**src/rtl/rxq_pkg.sv**
```systemverilog
package rxq_pkg;
    localparam int RXQ_DEPTH = 16;
    localparam int RXQ_DW    = 8;
    localparam int RXQ_SRW   = 16;

    typedef struct packed {
        logic ovr;
        logic armed;
    } flag_state_t;
endpackage

```
**src/rtl/rxq_store.sv**
```systemverilog
module rxq_store #(
    parameter int DEPTH = rxq_pkg::RXQ_DEPTH,
    parameter int DW    = rxq_pkg::RXQ_DW,
    localparam int PW   = $clog2(DEPTH),
    localparam int CW   = $clog2(DEPTH + 1)
) (
    input  logic          clk,
    input  logic          rst_n,
    input  logic          push,
    input  logic [DW-1:0] push_data,
    input  logic          pop,
    output logic          full,
    output logic          empty,
    output logic [CW-1:0] count,
    output logic [DW-1:0] dout
);
    localparam logic [PW-1:0] LAST = PW'(DEPTH - 1);
    localparam logic [CW-1:0] CAP  = CW'(DEPTH);

    typedef struct packed {
        logic [DEPTH-1:0][DW-1:0] mem;
        logic [PW-1:0]            wr;
        logic [PW-1:0]            rd;
        logic [CW-1:0]            cnt;
        logic [DW-1:0]            dout;
    } store_t;

    store_t s_d, s_q;
    logic   pop_ok;
    logic   push_ok;

    // Advance a pointer and wrap it at the last entry.
    function automatic logic [PW-1:0] bump(input logic [PW-1:0] p);
        return (p == LAST) ? '0 : p + PW'(1);
    endfunction

    always_comb begin
        s_d     = s_q;
        pop_ok  = pop  && (s_q.cnt != '0);
        push_ok = push && (s_q.cnt != CAP);
        if (push_ok) begin
            s_d.mem[s_q.wr] = push_data;
            s_d.wr          = bump(s_q.wr);
        end
        if (pop_ok) begin
            s_d.dout = s_q.mem[s_q.rd];
            s_d.rd   = bump(s_q.rd);
        end
        case ({push_ok, pop_ok})
            2'b10:   s_d.cnt = s_q.cnt + CW'(1);
            2'b01:   s_d.cnt = s_q.cnt - CW'(1);
            default: s_d.cnt = s_q.cnt;
        endcase
    end

    always_ff @(posedge clk) begin
        if (!rst_n) s_q <= '0;
        else        s_q <= s_d;
    end

    assign full  = (s_q.cnt == CAP);
    assign empty = (s_q.cnt == '0);
    assign count = s_q.cnt;
    assign dout  = s_q.dout;
endmodule

```
**src/rtl/rxq_ovr_flag.sv**
```systemverilog
module rxq_ovr_flag #(
    parameter int SRW = rxq_pkg::RXQ_SRW
) (
    input  logic           clk,
    input  logic           rst_n,
    input  logic           ovr_evt,
    input  logic           st_rd,
    input  logic           st_wr,
    input  logic           wr_bit0,
    output logic [SRW-1:0] st_rdata,
    output logic           ovr
);
    import rxq_pkg::*;

    flag_state_t f_d, f_q;
    logic        clr_ok;

    always_comb begin
        f_d    = f_q;
        // Clearing needs an earlier read of 1 and a written 0.
        clr_ok = st_wr && f_q.armed && !wr_bit0;
        // Any write uses up the arm; a read that sees 1 arms.
        f_d.armed = (f_q.armed && !st_wr) || (st_rd && f_q.ovr);
        if (ovr_evt)     f_d.ovr = 1'b1;
        else if (clr_ok) f_d.ovr = 1'b0;
    end

    always_ff @(posedge clk) begin
        if (!rst_n) f_q <= '0;
        else        f_q <= f_d;
    end

    assign st_rdata = {{(SRW-1){1'b0}}, f_q.ovr};
    assign ovr      = f_q.ovr;
endmodule

```
**src/rtl/rx_byte_queue.sv**
```systemverilog
module rx_byte_queue #(
    parameter int DEPTH = rxq_pkg::RXQ_DEPTH,
    parameter int DW    = rxq_pkg::RXQ_DW,
    parameter int SRW   = rxq_pkg::RXQ_SRW,
    localparam int CW   = $clog2(DEPTH + 1)
) (
    input  logic           clk,
    input  logic           rst_n,
    input  logic           rx_en,
    input  logic           rx_done,
    input  logic [DW-1:0]  rx_byte,
    input  logic           st_rd,
    input  logic           st_wr,
    input  logic [SRW-1:0] st_wdata,
    output logic [SRW-1:0] st_rdata,
    input  logic           fifo_rd,
    output logic [DW-1:0]  fifo_dout,
    output logic           fifo_empty,
    output logic [CW-1:0]  fifo_count
);
    logic rx_take;
    logic full;
    logic ovr;
    logic ovr_evt;
    logic push;
    logic wdata_hi_unused;

    assign rx_take = rx_done && rx_en;
    assign ovr_evt = rx_take && full;
    assign push    = rx_take && !full && !ovr;
    assign wdata_hi_unused = ^st_wdata[SRW-1:1];

    rxq_store #(.DEPTH(DEPTH), .DW(DW)) u_store (
        .clk       (clk),
        .rst_n     (rst_n),
        .push      (push),
        .push_data (rx_byte),
        .pop       (fifo_rd),
        .full      (full),
        .empty     (fifo_empty),
        .count     (fifo_count),
        .dout      (fifo_dout)
    );

    rxq_ovr_flag #(.SRW(SRW)) u_flag (
        .clk      (clk),
        .rst_n    (rst_n),
        .ovr_evt  (ovr_evt),
        .st_rd    (st_rd),
        .st_wr    (st_wr),
        .wr_bit0  (st_wdata[0]),
        .st_rdata (st_rdata),
        .ovr      (ovr)
    );
endmodule

```
**config.mk**
```make
export PLATFORM = sky130hd
export DESIGN_NAME = rx_byte_queue
export DESIGN_NICKNAME = d
export VERILOG_FILES = /design/src/rtl/rxq_pkg.sv /design/src/rtl/rxq_store.sv /design/src/rtl/rxq_ovr_flag.sv /design/src/rtl/rx_byte_queue.sv
export SDC_FILE = /design/constraint.sdc
export NUM_CORES = 1
export LEC_CHECK = 0
export ABC_AREA = 1
export BUFFER_PORTS_ARGS = -buffer_cell sky130_fd_sc_hd__buf_2
export CAP_MARGIN = 15
export CORE_MARGIN = 5
export CORE_UTILIZATION = 50
export CTS_CLUSTER_SIZE = 40
export DETAILED_ROUTE_END_ITERATION = 6
export GPL_TIMING_DRIVEN = 0
export PLACE_DENSITY = 0.74
export SETUP_SLACK_MARGIN = 0.1
export SLEW_MARGIN = 10
export SYNTH_ARGS = -nofsm -noshare
export SYNTH_HDL_FRONTEND = slang
export SYNTH_HIERARCHICAL = 1
export SYNTH_SLANG_ARGS = --single-unit
```
**constraint.sdc**
```tcl
create_clock -name clk -period 2.75 [get_ports clk]
set_input_delay 0.55 -clock clk [delete_from_list [all_inputs] [get_ports clk]]
set_output_delay 0.55 -clock clk [all_outputs]
set_load 0.1 [all_outputs]
```
==> metrics.yaml <==
run_status:
  status: "completed"
synth:
  seq_area_frac_synth_pct: 38.5
  synth_flop_cell: "dfxtp_1"
  avgSynthCellArea_um2: 6.62
  yosysWarnings: 6
  ys_ff_latch: 151
  synth_top_area_cell: "dfxtp_1"
  synthArstFlopShare_pct: 0
  synth_area_leaders: "dfxtp_1 39%, nand2_1 15%, nand3_1 14%, a21oi_1 8.9%, inv_1 5.7%"
  yosysUniqueCellTypes: 30
  syn_inst: 1184
  syn_area_um2: 7840
  synth_edf_count: 0
  synth_top_area_share_pct: 38.5
worst_setup_path:
  cp.required_ps: 3030
  critPathMaxFanout: 10
  reg2reg_from: "u_store/count[1]"
  worstReg2RegEnd: "u_store/count[4]"
  crit_type: "reg -> reg"
  startpoint_type: "register"
  r2r_slack_ps: 280
  worstPathArrival_ps: 2740
  crit_end: "u_store/count[4]"
  cp_slowest_cell: "dfxtp_1"
  reg2reg_depth: 16
  crit_top_cell: "nand2_1"
  worst_path_largest_cell_delay_ps: 390
  critPathCaptureType: "register"
  crit_start: "u_store/count[1]"
  worstPathCellList: "inv_2, nand4_1, nand2_2, inv_1, clkbuf_4, ha_2, inv_1, fa_1, inv_1, nand2_1, a21oi_1, nor2_1, nand2_1, nand2_1, nand2_1, a21oi_1"
floorplan:
  die_area_um2: 18300
  fp.dieH_um: 135
  io_pins: 61
  initial_core_util_pct: 51.2
  die_w_um: 135
  core-area_um2: 15300
  rows: 45
global_route:
  grt_max_degree: 17
  grt_pass1_wl_mm: 37.1
  overflow: 0
  antenna_found_initial: 0
  grt_pass1_vias: 7138
  grt_usage_pct: 25.8
detailed_routing:
  dr.pass1.iters: 5
  drcViolationCount: 0
  avgRoutedWirePerCell_um: 15.9
  vias_per_cell: 5.42
  vias: 7926
  drt_iter0_drc: 868
  drt-total-wl_mm: 23.3
  postRouteAntennaNets: 0
cts:
  cts_tree: "done"
  clock_sinks: 151
  cts-htree-levels: 4
  cts_buffers: 17
  hold_buffers: 0
  root_buffer: "clkbuf_16"
  cts_buffer_depth: 2
  clk_latency_ps: 420
  clk_pin_slew_ps: 60
sta:
  drv_slew: 0
  timing.final.crit_share_pct: 89.6
  fin_skew_ps: 6.54
  slew_headroom_pct: 42.1
  fmaxAchievable_mhz: 406
  finalSetupViolations: 0
  finalWorstPathRequiredPeriod_ps: 2470
  rsz0062_at_grt: "false"
  tns_ps: 0
  worst_slew_pin_slew_ps: 868
  final_hold_viol_count: 0
power_and_ir_drop:
  ir_worst_vdd_mv: 0.672
  p_leak_nw: 3.38
  p_total_w: 0.00759
  powerDensity_nw_per_um2: 863
final_layout:
  diodes: 0
  area_growth_syn_to_layout_pct: 12.1
  drive_gt1_share_pct: 13.0
  fillers: 1546
  layout.nets: 1280
flow_run:
  cap_violations: 0
worst_hold_path:
  hold_class: "in -> reg"
place:
  gp_congestion: 0.931
  portBuffers: 22
  dp_hpwl_mm: 16.2
-- per-layer routing --
layer / routed length [um] / global-route usage, %
met1: 9810 / 34.6
met2: 10600 / 40.0
met3: 2110 / 5.91
met4: 768 / 10.4
met5: 0 / 0
-- cell type report --
type / count / area [um2] / share of cell area [%]
multi-input combinational: 817 / 3790 / 43.1
sequential: 151 / 3020 / 34.4
buffer: 103 / 609 / 6.93
inverter: 127 / 479 / 5.45
clock buffer: 23 / 458 / 5.21
tap: 211 / 264 / 3.00
timing repair buffer: 22 / 110 / 1.25
clock inverter: 9 / 53.8 / 0.612
-- cell families (layout without fill, tap and decap cells) --
group | after synthesis | count (layout) | share of synthesized area [%]
flip-flops | 151 | 151 | 38.5
AO/OA/AOI/OAI | 149 | 149 | 9.59
other | 1 | 15 | 0.0478
AND/OR/NAND/NOR | 639 | 639 | 35.8
adder cells (fa/ha/maj) | 10 | 10 | 1.69
XOR/XNOR | 4 | 4 | 0.447
buffers and inverters | 230 | 284 | 13.8
-- worst max-delay path: cells and delay by family (launching register included) --
family                   cells  cell delay (ps)
flip-flops                   1              390
AO/OA/AOI/OAI                2              230
adder cells (fa/ha/maj)      2              640
AND/OR/NAND/NOR              7              550
buffers and inverters        5              510
-- power breakdown --
group          internal, W  switching [W]
sequential         0.00231      0.0000923
combinational     0.000820        0.00230
clock              0.00117       0.000894
total              0.00430        0.00329
-- through the flow --
step	worst slack (ps)	cells	hold slack (ps)	utilization [%]	instance area, um2
5_1_grt	122	1463	387	57.4	8790
6_report	285	1463	379	57.4	8790
3_3_place_gp	202	1431	449	54.0	8270
2_1_floorplan	556	1198	437	-	7900
3_5_place_dp	155	1431	452	54.0	8270
4_1_cts	144	1463	366	57.3	8780
-- layout by cell type, fill, tap and decap left out, types with 2 or more instances in the layout --
master	count
buf_2	41
nand2_1	306
xor2_1	3
conb_1	15
clkinv_1	2
clkbuf_16	17
o21ai_0	8
nand2_2	17
buf_6	6
ha_1	8
clkinvlp_4	2
nand3_1	224
inv_1	119
buf_4	40
dfxtp_1	150
nor2_1	67
nor3_1	2
nor2_2	18
clkbuf_1	33
buf_1	9
inv_2	5
a21oi_1	139
clkinv_2	6
-- registers in the layout (all words and copies together) (netlist names) --
name,cells
u_store/s_q,136
u_flag/ovr,1
u_store/dout,8
u_store/count,5
u_flag/f_q,1
-- cell usage after synthesis, types with 16 or more instances --
cell and n:
nor2_1 67, clkbuf_1 28, inv_1 119, buf_4 40, buf_2 20, nor2_2 18
nand3_1 224, a21oi_1 139, dfxtp_1 151, nand2_1 307, nand2_2 16
-- how the worst min path moves through the flow --
stage,startpoint,end,slack [ps],cells past startpoint
after global routing,st_rd,u_flag/f_q[0],390,3
after global placement,u_store/s_q[99],u_store/s_q[99],450,2
after detailed placement,u_store/s_q[117],u_store/s_q[117],450,2
after CTS,st_rd,u_flag/f_q[0],370,3
after floorplan,u_flag/f_q[0],u_flag/f_q[0],440,2
final,st_rd,u_flag/f_q[0],380,3
-- timing repair --
item                                    CTS  global route
setup buffers                             0             0
endpoints found under the hold margin     0             0
gates resized for setup                   0             4
endpoints found under the setup margin    0             1
(Power assumes the default switching activity.)
